--- src/rtl/specset_pkg.sv ---
package specset_pkg;
    typedef enum logic [2:0] {
        RSP_IDLE,
        RSP_HIT,
        RSP_MISS,
        RSP_FILL,
        RSP_REFUSE
    } rsp_state_e;
endpackage

--- src/rtl/specset_match.sv ---
module specset_match #(
    parameter int WAYS  = 4,
    parameter int TAG_W = 6,
    parameter int ID_W  = 4
) (
    input  logic [WAYS-1:0]             vld,
    input  logic [WAYS-1:0]             tmp,
    input  logic [WAYS-1:0][TAG_W-1:0]  tags,
    input  logic [WAYS-1:0][ID_W-1:0]   ids,
    input  logic [TAG_W-1:0]            req_tag,
    input  logic                        req_spec,
    input  logic [ID_W-1:0]             req_id,
    output logic                        hit,
    output logic [$clog2(WAYS)-1:0]     hit_way,
    output logic                        hit_persist
);
    localparam int LVL = $clog2(WAYS);

    logic [WAYS-1:0] seen;

    // a temporary line is visible only to its own speculative load
    for (genvar w = 0; w < WAYS; w++) begin : g_cmp
        assign seen[w] = vld[w] && (tags[w] == req_tag) &&
                         (!tmp[w] || (req_spec && (ids[w] == req_id)));
    end

    always_comb begin
        hit         = |seen;
        hit_way     = '0;
        hit_persist = 1'b0;
        for (int w = WAYS - 1; w >= 0; w--) begin
            if (seen[w]) begin
                hit_way     = LVL'(w);
                hit_persist = !tmp[w];
            end
        end
    end
endmodule

--- src/rtl/specset_victim.sv ---
module specset_victim #(
    parameter int WAYS = 4
) (
    input  logic                    spec,
    input  logic [WAYS-1:0]         vld,
    input  logic [WAYS-1:0]         tmp,
    input  logic [WAYS-1:1]         plru,
    output logic                    ok,
    output logic [$clog2(WAYS)-1:0] way
);
    localparam int LVL = $clog2(WAYS);

    logic           inv_f, tmp_f;
    logic [LVL-1:0] inv_w, tmp_w, tree_w;

    always_comb begin
        inv_f = 1'b0;
        tmp_f = 1'b0;
        inv_w = '0;
        tmp_w = '0;
        for (int w = WAYS - 1; w >= 0; w--) begin
            if (!vld[w]) begin
                inv_f = 1'b1;
                inv_w = LVL'(w);
            end
            if (vld[w] && tmp[w]) begin
                tmp_f = 1'b1;
                tmp_w = LVL'(w);
            end
        end
    end

    always_comb begin
        int n;
        n      = 1;
        tree_w = '0;
        for (int l = 0; l < LVL; l++) begin
            tree_w[LVL-1-l] = plru[n];
            n = 2 * n + int'(plru[n]);
        end
    end

    // speculative fills may only reuse invalid or temporary ways
    assign ok  = inv_f || !spec || tmp_f;
    assign way = inv_f ? inv_w : (spec ? tmp_w : tree_w);
endmodule

--- src/rtl/specset_plru.sv ---
module specset_plru #(
    parameter int WAYS = 4
) (
    input  logic [WAYS-1:1]         cur,
    input  logic [$clog2(WAYS)-1:0] way,
    output logic [WAYS-1:1]         nxt
);
    localparam int LVL = $clog2(WAYS);

    always_comb begin
        int n;
        nxt = cur;
        n   = 1;
        for (int l = 0; l < LVL; l++) begin
            nxt[n] = !way[LVL-1-l];
            n = 2 * n + int'(way[LVL-1-l]);
        end
    end
endmodule

--- src/rtl/specset_array.sv ---
module specset_array
    import specset_pkg::*;
#(
    parameter int SETS  = 4,
    parameter int WAYS  = 4,
    parameter int TAG_W = 6,
    parameter int ID_W  = 4
) (
    input  logic                    clk,
    input  logic                    rst_n,
    input  logic                    req_valid,
    input  logic                    req_fill,
    input  logic                    req_spec,
    input  logic [ID_W-1:0]         req_id,
    input  logic [$clog2(SETS)-1:0] req_set,
    input  logic [TAG_W-1:0]        req_tag,
    input  logic                    commit_valid,
    input  logic [ID_W-1:0]         commit_id,
    input  logic                    squash_valid,
    input  logic [ID_W-1:0]         squash_id,
    output logic                    resp_valid,
    output logic                    resp_hit,
    output logic                    resp_refused,
    output logic [$clog2(WAYS)-1:0] resp_way
);
    localparam int LVL = $clog2(WAYS);

    logic [SETS-1:0][WAYS-1:0]             vld_q, vld_d;
    logic [SETS-1:0][WAYS-1:0]             tmp_q, tmp_d;
    logic [SETS-1:0][WAYS-1:0][TAG_W-1:0]  tag_q, tag_d;
    logic [SETS-1:0][WAYS-1:0][ID_W-1:0]   id_q, id_d;
    logic [SETS-1:0][WAYS-1:1]             plru_q, plru_d;

    rsp_state_e     rsp_q, rsp_d;
    logic [LVL-1:0] way_q, way_d;

    logic           hit, hit_persist, vict_ok;
    logic [LVL-1:0] hit_way, vict_way, touch_way;
    logic [WAYS-1:1] plru_new;

    specset_match #(.WAYS(WAYS), .TAG_W(TAG_W), .ID_W(ID_W)) i_match (
        .vld         (vld_q[req_set]),
        .tmp         (tmp_q[req_set]),
        .tags        (tag_q[req_set]),
        .ids         (id_q[req_set]),
        .req_tag     (req_tag),
        .req_spec    (req_spec),
        .req_id      (req_id),
        .hit         (hit),
        .hit_way     (hit_way),
        .hit_persist (hit_persist)
    );

    specset_victim #(.WAYS(WAYS)) i_victim (
        .spec (req_spec),
        .vld  (vld_q[req_set]),
        .tmp  (tmp_q[req_set]),
        .plru (plru_q[req_set]),
        .ok   (vict_ok),
        .way  (vict_way)
    );

    assign touch_way = hit ? hit_way : vict_way;

    specset_plru #(.WAYS(WAYS)) i_plru (
        .cur (plru_q[req_set]),
        .way (touch_way),
        .nxt (plru_new)
    );

    // next array contents and next response state
    always_comb begin
        vld_d  = vld_q;
        tmp_d  = tmp_q;
        tag_d  = tag_q;
        id_d   = id_q;
        plru_d = plru_q;
        rsp_d  = RSP_IDLE;
        way_d  = way_q;

        // maintenance over every way of every set, squash first
        for (int s = 0; s < SETS; s++) begin
            for (int w = 0; w < WAYS; w++) begin
                if (vld_q[s][w] && tmp_q[s][w]) begin
                    if (squash_valid && (id_q[s][w] == squash_id))
                        vld_d[s][w] = 1'b0;
                    else if (commit_valid && (id_q[s][w] == commit_id))
                        tmp_d[s][w] = 1'b0;
                end
            end
        end

        if (req_valid) begin
            if (hit) begin
                rsp_d = RSP_HIT;
                way_d = hit_way;
                if (hit_persist && !req_spec)
                    plru_d[req_set] = plru_new;
            end else if (!req_fill) begin
                rsp_d = RSP_MISS;
            end else if (!vict_ok) begin
                rsp_d = RSP_REFUSE;
            end else begin
                rsp_d = RSP_FILL;
                way_d = vict_way;
                vld_d[req_set][vict_way] = 1'b1;
                tmp_d[req_set][vict_way] = req_spec;
                tag_d[req_set][vict_way] = req_tag;
                id_d[req_set][vict_way]  = req_id;
                if (!req_spec)
                    plru_d[req_set] = plru_new;
            end
        end
    end

    // state register
    always_ff @(posedge clk) begin
        if (!rst_n) begin
            rsp_q  <= RSP_IDLE;
            way_q  <= '0;
            vld_q  <= '0;
            tmp_q  <= '0;
            tag_q  <= '0;
            id_q   <= '0;
            plru_q <= '0;
        end else begin
            rsp_q  <= rsp_d;
            way_q  <= way_d;
            vld_q  <= vld_d;
            tmp_q  <= tmp_d;
            tag_q  <= tag_d;
            id_q   <= id_d;
            plru_q <= plru_d;
        end
    end

    // outputs decoded from the response state
    always_comb begin
        resp_valid   = 1'b1;
        resp_hit     = 1'b0;
        resp_refused = 1'b0;
        resp_way     = way_q;
        unique case (rsp_q)
            RSP_IDLE: begin
                resp_valid = 1'b0;
                resp_way   = '0;
            end
            RSP_HIT:    resp_hit = 1'b1;
            RSP_MISS:   resp_way = '0;
            RSP_FILL:   resp_hit = 1'b0;
            RSP_REFUSE: begin
                resp_refused = 1'b1;
                resp_way     = '0;
            end
            default:    resp_valid = 1'b0;
        endcase
    end
endmodule

--- config.mk ---
export PLATFORM = sky130hd
export DESIGN_NAME = specset_array
export DESIGN_NICKNAME = d
export VERILOG_FILES = /design/src/rtl/specset_pkg.sv /design/src/rtl/specset_match.sv /design/src/rtl/specset_victim.sv /design/src/rtl/specset_plru.sv /design/src/rtl/specset_array.sv
export SDC_FILE = /design/constraint.sdc
export NUM_CORES = 1
export LEC_CHECK = 0
export CORE_UTILIZATION = 40
export DETAILED_ROUTE_END_ITERATION = 12
export PLACE_DENSITY_LB_ADDON = 0.15
export SETUP_SLACK_MARGIN = 0.05
export SLEW_MARGIN = 20
export SYNTH_ARGS = -nofsm -noshare
export SYNTH_HDL_FRONTEND = slang
export SYNTH_SLANG_ARGS = --single-unit
--- constraint.sdc ---
create_clock -name clk -period 7.9 [get_ports clk]
set_clock_uncertainty 0.05 [all_clocks]
set_input_delay 1.58 -clock clk [delete_from_list [all_inputs] [get_ports clk]]
set_output_delay 1.58 -clock clk [all_outputs]
set_load 0.05 [all_outputs]
# Word-level counts from Yosys, hierarchy flattened
# Index checks and enable logic that the tools add are counted.
[word_totals]
register_bits = 209
input_bits = 27
word_cells = 365
[op_classes]
addsub = 2
n_lt_le_gt_ge = 7
eq_ne = 46
n_mux = 164
bitwise = 5
n_reduce_logical = 93
[op_table]
columns = ["cell", "n"]
rows = [
  ["two-way mux 16 bit", 10],
  ["equality test 4 bit", 36],
  ["two-way mux 1 bit", 100],
  ["bitwise mux 96 bit", 1],
  ["logical AND 1 bit", 68],
  ["bitwise mux 64 bit", 1],
  ["less-than comparator 32 x 4 -> 1 bit, second input constant", 2],
  ["two-way mux 12 bit", 5],
  ["binary-select mux 24 bit (select 2 bit)", 1],
  ["demux 24 bit (select 2 bit)", 1],
  ["two-way mux 24 bit", 2],
  ["two-way mux 2 bit", 20],
  ["binary-select mux 16 bit (select 2 bit)", 1],
  ["demux 16 bit (select 2 bit)", 1],
  ["greater-or-equal comparator 32 x 1 -> 1 bit, second input constant", 1],
  ["equality test 6 bit", 4],
  ["binary-select mux 4 bit (select 2 bit)", 2],
  ["bitwise mux 16 bit", 1],
  ["demux 4 bit (select 2 bit)", 2],
  ["two-way mux 4 bit", 4],
  ["OR 16 bit", 1],
  ["bitwise mux 12 bit", 1],
  ["demux 6 bit (select 2 bit)", 1],
  ["two-way mux 3 bit", 3],
  ["26 further kinds", 48],
]

# Longest topological paths before layout
# Gate-level depths: netlist (run 1).
[logic_depth]
ltp_word = 22
depth_mapped = 14
ltp_nobuf = 8

# Hierarchy
# From an unflattened synthesis (run 1), not the netlist that was laid out.
[unflattened]
hier_cells = 1336
area_unflattened_um2 = 11297.1
[modules_own_cells]
columns = ["mod", "instances", "cells_per_inst", "area_each_um2", "seq_area_each_um2"]
rows = [
  ["specset_array", 1, 1239, 10512.6, 4184.0],
  ["specset_match", 1, 76, 650.6, 0.0],
  ["specset_victim", 1, 16, 110.1, 0.0],
  ["specset_plru", 1, 5, 23.8, 0.0],
]

# Worst setup path after synthesis (run 1)
# Ideal clock, no wire load.
[synth_path]
path_kind = "in2reg"
from = "input port req_set[0]"
to = "register plru_q[6] (netlist name)"
setup_ps = 73
t_arrival_ps = 4069
t_required_ps = 7777
slack_ps = 3708
stages = 12
n_path_buf = 5
path_cell_list = "buf_6 > buf_6 > buf_6 > mux4_2 > xor2_1 > o41ai_1 > and2_1 > buf_2 > nor4_4 > buf_6 > a211oi_1 > mux2i_1"
[synth_via]
elab_chain_len = 22
elab_cells_between_ends = 102
cone_classes = "add/sub: 2; order compare: 4; eq/ne: 10; mux: 51; reduce/logical: 35"
[synth_rtl]
columns = ["element", "line", "source"]
rows = [
  ["start: declaration", "specset_array.sv:15", "input logic [$clog2(SETS)-1:0] req_set,"],
  ["binary-select mux 16 bit (select 2 bit)", "specset_array.sv:45", ".ids (id_q[req_set]),"],
  ["two-way mux 16 bit (implied by the code)", "specset_array.sv:45", ""],
  ["equality test 4 bit", "specset_match.sv:24", "(!tmp[w] || (req_spec && (ids[w] == req_id)));"],
  ["logical AND 1 bit", "specset_match.sv:24", ""],
  ["logical OR 1 bit", "specset_match.sv:24", ""],
  ["logical AND 1 bit", "specset_match.sv:23", "assign seen[w] = vld[w] && (tags[w] == req_tag) &&"],
  ["two-way mux 2 bit (4 in series)", "specset_match.sv:32", "if (seen[w]) begin"],
  ["two-way mux 2 bit", "specset_array.sv:63", "assign touch_way = hit ? hit_way : vict_way;"],
  ["[... 3 more ...]", "n/a", ""],
  ["two-way mux 1 bit (implied by the code)", "specset_plru.sv:15", "nxt[n] = !way[LVL-1-l];"],
  ["demux 1 bit (select 2 bit)", "n/a", ""],
  ["bitwise mux 3 bit", "specset_plru.sv:15", ""],
  ["bitwise mux 12 bit", "specset_array.sv:98, specset_array.sv:111", ""],
  ["two-way mux 12 bit", "specset_array.sv:110", "if (!req_spec)"],
  ["two-way mux 12 bit", "specset_array.sv:101", "end else if (!vict_ok) begin"],
  ["two-way mux 12 bit", "specset_array.sv:99", "end else if (!req_fill) begin"],
  ["two-way mux 12 bit", "specset_array.sv:94", "if (hit) begin"],
  ["end signal: assignment", "specset_array.sv:133", "plru_q <= plru_d;"],
  ["end: declaration", "specset_array.sv:32", "logic [SETS-1:0][WAYS-1:1] plru_q, plru_d;"],
]
# Several ways; a longest one is shown, not always the timed one. The select of a mux whose other input is x is not followed.
# A chain may end at the register's enable or synchronous reset.

# Worst setup path after layout (run 1)
[layout_path]
from = "input port req_set[1]"
to = "register tag_q[14] (netlist name)"
[layout_via]
elab_chain_len = 16
elab_cells_between_ends = 80
cone_classes = "add/sub: 1; order compare: 4; eq/ne: 8; mux: 36; bitwise: 1; reduce/logical: 30"
[layout_rtl]
columns = ["element", "line", "source"]
rows = [
  ["branches (longest 16 deep; another with adder 2 x 1 -> 3 bit)", "n/a", ""],
  ["end signal: assignment", "specset_array.sv:131", "tag_q <= tag_d;"],
  ["end: declaration", "specset_array.sv:30", "logic [SETS-1:0][WAYS-1:0][TAG_W-1:0] tag_q, tag_d;"],
]
# Parallel ways; which one is timed is not known. The select of a mux whose other input is x is not followed.

==> results of run 1 <==
-- critical path, delay by kind of cell --
family | cells | cell delay [ns]
AOI/OAI and AO/OA | 3 | 0.82
xor gates and xnor gates | 1 | 0.16
buffers and inverters | 3 | 1.91
muxes | 1 | 0.58
and+or+nand+nor | 2 | 0.67
-- metrics by stage --
stage           util  setup slack (ns)
2_1_floorplan      -              3.71
3_3_place_gp   0.415              2.04
3_5_place_dp   0.415              1.97
4_1_cts        0.445              2.52
5_1_grt        0.445              2.16
6_report       0.445              2.50
-- registers in the layout (all words and copies together) (netlist names) --
register  flops
tmp_q        16
plru_q       12
tag_q        96
id_q         64
vld_q        16
rsp_q         3
way_q         2
-- cell families (layout without fill, tap and decap cells) --
group | Yosys count | count (layout) | share of synthesized area
xor+xnor | 158 | 158 | 0.115
compound gates | 445 | 445 | 0.211
mux | 64 | 64 | 0.101
buf+inv | 172 | 121 | 0.0699
flops | 209 | 209 | 0.347
simple gates | 370 | 370 | 0.156
-- metal layers --
metal,global-route usage,vias to the layer above,wire length (um)
met2,0.413,403,18500
met5,0,-,0
met3,0.0297,78,2510
met4,0.0804,0,1070
met1,0.371,5404,18400
li1,-,5027,-
-- power groups by stage --
stage	Combinational [mW]	Sequential (mW)	Clock, mW
3_3_place_gp	0.207	1.09	0
4_1_cts	0.208	1.07	1.27
3_5_place_dp	0.208	1.09	0
5_1_grt	0.223	1.07	1.31
6_report	0.210	1.07	1.25
2_1_floorplan	0.142	1.09	0
-- cells in the final DEF, fill, tap and decap left out, types with 5 or more instances in the layout --
| master | synthesis | routed |
|---|---|---|
| o211ai_1 | 7 | 7 |
| o22ai_1 | 5 | 5 |
| nor3_1 | 50 | 50 |
| mux2i_1 | 17 | 17 |
| mux4_2 | 46 | 46 |
| inv_1 | 13 | 12 |
| xnor2_1 | 40 | 40 |
| o211a_1 | 6 | 6 |
| a41oi_1 | 8 | 8 |
| buf_4 | 12 | 30 |
| clkbuf_16 | 0 | 27 |
| a222oi_1 | 5 | 5 |
| nand4_1 | 17 | 17 |
| clkbuf_8 | 0 | 5 |
| and3_1 | 10 | 10 |
| nand3_1 | 185 | 184 |
| a21oi_1 | 180 | 180 |
| a22oi_1 | 21 | 21 |
| clkinv_2 | 0 | 10 |
| nor2_1 | 29 | 26 |
| clkdlybuf4s50_1 | 0 | 28 |
| xor2_1 | 118 | 118 |
| o41ai_1 | 21 | 21 |
| o21ai_0 | 169 | 169 |
| dfxtp_1 | 209 | 209 |
| nand2_1 | 47 | 47 |
| and2_1 | 5 | 5 |
-- worst max path at each step --
stage	slack, ns	to	start
2_1_floorplan	3.71	plru_q[6]	req_set[0]
6_report	2.50	tag_q[14]	req_set[1]
5_1_grt	2.16	tag_q[39]	req_set[1]
4_1_cts	2.52	tag_q[18]	req_set[1]
3_5_place_dp	1.97	tag_q[18]	req_set[1]
3_3_place_gp	2.04	tmp_q[10]	req_set[1]
-- cells in the mapped netlist, types with 3 or more instances --
cell type / count
a211oi_1: 4
a211oi_2: 3
a21oi_1: 180
a222oi_1: 5
a22oi_1: 21
a41oi_1: 8
and2_1: 5
and3_1: 10
buf_1: 3
buf_2: 50
buf_4: 12
buf_6: 10
clkbuf_1: 81
dfxtp_1: 209
inv_1: 13
mux2i_1: 17
mux4_2: 46
nand2_1: 47
nand3_1: 185
nand4_1: 17
nor2_1: 29
nor2b_1: 4
nor3_1: 50
nor3b_1: 4
nor4_1: 4
o211a_1: 6
o211ai_1: 7
o21a_1: 4
o21ai_0: 169
o21ai_1: 3
o22ai_1: 5
o41ai_1: 21
or3_1: 3
xnor2_1: 40
xor2_1: 118
-- final cells by class --
class / count / area share
multi-input cells: 1037 / 0.535
repair buffers: 60 / 0.0391
clock buffers: 35 / 0.0573
flip-flops and latches: 209 / 0.317
clock inverters: 13 / 0.0106
inverters: 13 / 0.00408
well taps: 390 / 0.0370
==> flow_summary_export.csv, run 1 <==
group,metric,value,unit
drt,firstDrtPassIters,5,
final_layout,regArea,4180,sq um
floorplan,chipWidth,176,um
timing,fmax,185,MHz
power_and_ir_drop,p_per_area,192,nW/um^2
synthesis,synth-seq-cells,209,
power_and_ir_drop,netSwitchingPower,635,uW
synthesis,syn_inst,1418,
global_routing,grt_pass1_wl,63.1,mm
final_layout,final_cell_area,13200,sq um
power_and_ir_drop,clockPowerShare,0.495,
global_routing,grt_max_degree,110,
clock_tree,path_clk_slew,0.06,ns
drt,drt_wl_total,40.4,mm
timing,whs,0.410,ns
clock_tree,clkLatencyLatePin,0.54,ns
drt,routed_via_density,6.21,
timing,tns,0,ns
synthesis,synth_flop_cell,"dfxtp_1",
global_routing,gr-usage-all-layers,0.261,
setup_path,cp_common_cell,"buf_4",
timing,rsz0062_at_grt,"false",
clock_tree,cts_tree,"yes",
worst_hold_path,hold_path_class,"reg2reg",
synthesis,ys_types,54,
floorplan,pin_count,32,
placement,dpl_cell_area,12300,sq um
timing,fin_crit,5.40,ns
synthesis,synth_warnings,0,
setup_path,r2r_cells,9,
final_layout,areaGrowthSynthToFinish,9.45,%
placement,port_buffers,31,
synthesis,syn-cell-area,12100,sq um
clock_tree,h-tree-depth,1,
timing,slew-limit-headroom,0.227,
placement,dpl.cell_count,1709,
setup_path,timing.rr.end,"tag_q[14]",
clock_tree,cts_setup_buffers,0,
timing,worstMarginPinSlew,1.16,ns
synthesis,ys_seq_area_frac,0.347,
setup_path,r2r-start,"tag_q[63]",
synthesis,syn_area_per_cell,8.50,sq um
clock_tree,cts_hold_buffers,0,
setup_path,r2r_setup_slack,4.37,ns
placement,gp_congestion,0.880,
power_and_ir_drop,p_seq_frac,0.423,
drt,first_iter_violations,1000,
drt,vias,10900,
power_and_ir_drop,comb_power_share,0.083,
power_and_ir_drop,leakagePower,4.50,nW
final_layout,fin_cells,1757,
floorplan,coreArea,29600,sq um
placement,hpwl,24.7,mm
drt,wl_per_cell,23.0,um
setup_path,crit_path_end_kind,"register",
power_and_ir_drop,intPower,1.90,mW
synthesis,syn_nets,1445,
setup_path,path_max_fanout,58,
status,outcome,"finished, final reports clean",
global_routing,overflow,0,
power_and_ir_drop,p_sw_frac,0.251,
setup_path,critical_path.max_stage_delay,0.82,ns
synthesis,netlist_top_cells_area,"dfxtp_1, mux4_2, xor2_1, nand3_1, a21oi_1",
final_layout,num-nets-final,1374,
setup_path,required,8.30,ns
clock_tree,cts_resized,0,
floorplan,num_rows,63,
floorplan,die_y,176,um
worst_hold_path,holdPathEnd,"plru_q[6]",
synthesis,netlist.area_leader.share,0.347,
synthesis,synth_area_leader_cell,"dfxtp_1",
synthesis,async_reset_ff_frac,0,
clock_tree,cts_max_path_buffers,3,
global_routing,grt_pass1_vias,10400,
setup_path,critical_path_class,"in2reg",
final_layout,num_antenna_cells,0,
floorplan,die_area,30800,sq um
drt,ant_nets,0,
power_and_ir_drop,ir_drop,0.132,mV
worst_hold_path,holdPathStages,2,
setup_path,arrival,5.80,ns
timing,final-hold-violation-count,0,
setup_path,cp_slowest_cell,"buf_2",
final_layout,drive_above_1_share,0.103,
timing,slew_violations,0,
timing,min_period_over_period,0.684,
final_layout,multi_input_area,7050,sq um
synthesis,synth_edf_count,0,
timing,finalSetupViolCount,0,
clock_tree,cts-root-buf,"clkbuf_16",
drt,remaining_drc_errors,0,
setup_path,crit_chain,"buf_2 -> buf_4 -> mux4_2 -> xor2_1 -> o41ai_1 -> nand2_1 -> nand4_4 -> buf_4 -> o21ai_0 -> a21oi_1",
clock_tree,clkSinkCount,209,
floorplan,start_util,0.407,
global_routing,antenna_found_initial,0,
worst_hold_path,min_from,"plru_q[6]",
flow_run,maxCapViolCount,0,
clock_tree,cts_buffers,26,
final_layout,nFillCells,2972,
power_and_ir_drop,p_total,2.53,mW
setup_path,critPathLaunchType,"primary input",
No activity file was read; power rests on OpenSTA's default activity.
==> inputs of run 2 (changes only) <==
Clock period 7.9 ns to 4.9 ns, I/O delays scaled along.
==> flow_summary_export.csv, run 2 (synthesis gave the netlist of run 1 again) <==
group,metric,value,unit
status,outcome,"finished, final reports clean",
clock_tree,cts_max_path_buffers,3,
floorplan,start_util,0.407,
clock_tree,h-tree-depth,1,
setup_path,arrival,4.59,ns
setup_path,cp_common_cell,"mux2i_1",
final_layout,largest_reg_flops,96,
timing,worstMarginPinSlew,1.20,ns
placement,gp_congestion,0.873,
drt,first_iter_violations,1149,
drt,drt_wl_total,41.0,mm
floorplan,num_rows,63,
power_and_ir_drop,p_per_area,301,nW/um^2
clock_tree,cts-root-buf,"clkbuf_16",
power_and_ir_drop,p_sw_frac,0.249,
clock_tree,path_clk_slew,0.06,ns
power_and_ir_drop,p_seq_frac,0.421,
timing,final-hold-violation-count,0,
final_layout,drive_above_1_share,0.127,
floorplan,die_area,30800,sq um
clock_tree,cts_resized,0,
drt,routed_via_density,6.19,
power_and_ir_drop,netSwitchingPower,1.02,mW
final_layout,reg_top3,"tag_q (96), id_q (64)",
timing,fin_crit,4.18,ns
power_and_ir_drop,ir_drop,0.187,mV
setup_path,critical_path.max_stage_delay,0.62,ns
power_and_ir_drop,clockPowerShare,0.490,
power_and_ir_drop,comb_power_share,0.089,
setup_path,critical_path_class,"in2reg",
clock_tree,cts_tree,"yes",
timing,slew_violations,0,
clock_tree,cts_hold_buffers,0,
setup_path,cp_slowest_cell,"o21ai_0",
final_layout,num-nets-final,1412,
global_routing,overflow,0,
clock_tree,clkSinkCount,209,
timing,final.setup.worst_slack,0.721,ns
final_layout,layout_commonest_cell,"dfxtp_1",
timing,min_period_over_period,0.853,
flow_run,maxCapViolCount,0,
floorplan,coreArea,29600,sq um
global_routing,gr-usage-all-layers,0.267,
power_and_ir_drop,intPower,3.08,mW
timing,tns,0,ns
setup_path,crit_chain,"buf_2 -> buf_4 -> mux2i_1 -> xor2_1 -> a22oi_1 -> nor4_1 -> o21ai_1 -> nand4_4 -> o21ai_0 -> mux2i_1",
setup_path,required,5.31,ns
placement,hpwl,26.4,mm
final_layout,regMostFlops,"tag_q",
global_routing,top_usage_layer,"met2",
drt,firstDrtPassIters,5,
timing,fmax,239,MHz
global_routing,grt_max_degree,78,
setup_path,critPathLaunchType,"primary input",
final_layout,mostFrequentLayoutCells,"dfxtp_1, nand3_1, a21oi_1",
setup_path,path_max_fanout,26,
final_layout,num_antenna_cells,0,
global_routing,grt_pass1_vias,10600,
power_and_ir_drop,leakagePower,4.72,nW
global_routing,grtUsageMet1,0.385,
timing,whs,0.409,ns
placement,port_buffers,31,
setup_path,crit_path_end_kind,"register",
floorplan,pin_count,32,
drt,remaining_drc_errors,0,
clock_tree,clkLatencyLatePin,0.53,ns
timing,rsz0062_at_grt,"false",
final_layout,areaGrowthSynthToFinish,13.1,%
global_routing,use_met2,0.417,
drt,wl_per_cell,22.9,um
timing,finalSetupViolCount,0,
clock_tree,cts_setup_buffers,0,
drt,ant_nets,0,
floorplan,die_y,176,um
global_routing,grt_use_met3,0.0364,
placement,dp_slack,0.213,ns
global_routing,grt_pass1_wl,64.4,mm
clock_tree,cts_buffers,25,
worst_hold_path,hold_path_class,"reg2reg",
timing,slew-limit-headroom,0.196,
floorplan,chipWidth,176,um
global_routing,antenna_found_initial,0,
drt,vias,11100,
[run 2: final cells by class]
| cell class | instances | area [sq um] |
|---|---|---|
| clock buffers | 32 | 712 |
| clock inverters | 13 | 176 |
| fillers | 2901 | 16000 |
| inverters | 13 | 53.8 |
| multi-input cells | 1037 | 7050 |
| flip-flops and latches | 209 | 4180 |
| well taps | 390 | 488 |
| repair buffers | 99 | 963 |
[run 2: power by group through the flow]
stage	combinational (mW)	clock [mW]	sequential (mW)
2_1_floorplan	0.229	0	1.76
3_3_place_gp	0.356	0	1.76
3_5_place_dp	0.358	0	1.76
4_1_cts	0.359	2.04	1.72
5_1_grt	0.384	2.12	1.72
6_report	0.363	2.01	1.72
[run 2: stage by stage]
step | total power [mW] | instances | cell area [sq um] | util
after floorplan | 1.99 | 1418 | 12100 | -
after global placement | 2.12 | 1748 | 12700 | 0.430
after detailed placement | 2.12 | 1748 | 12700 | 0.430
after CTS | 4.12 | 1793 | 13600 | 0.460
after global routing | 4.23 | 1793 | 13600 | 0.460
final | 4.10 | 1793 | 13600 | 0.460
[run 2: metal layers]
layer	vias up	share of wire
li1	5109	-
met1	5496	0.45
met2	420	0.46
met3	68	0.068
met4	0	0.020
met5	-	0
[run 2: worst max-delay path: cells and delay by family]
family	cells	cell delay, ns
AOI/OAI and AO/OA	3	1.49
and+or+nand+nor	2	0.66
muxes	2	0.51
buffers and inverters	2	0.77
xor gates and xnor gates	1	0.15
[run 2: final timing paths]
path | from | end | slack (ns) | cells after the start
min reg2reg | plru_q[9] | plru_q[9] | 0.41 | 2
min | plru_q[9] | plru_q[9] | 0.41 | 2
max reg2reg | id_q[14] | tmp_q[10] | 1.60 | 9
max | req_set[1] | way_q[1] | 0.72 | 10
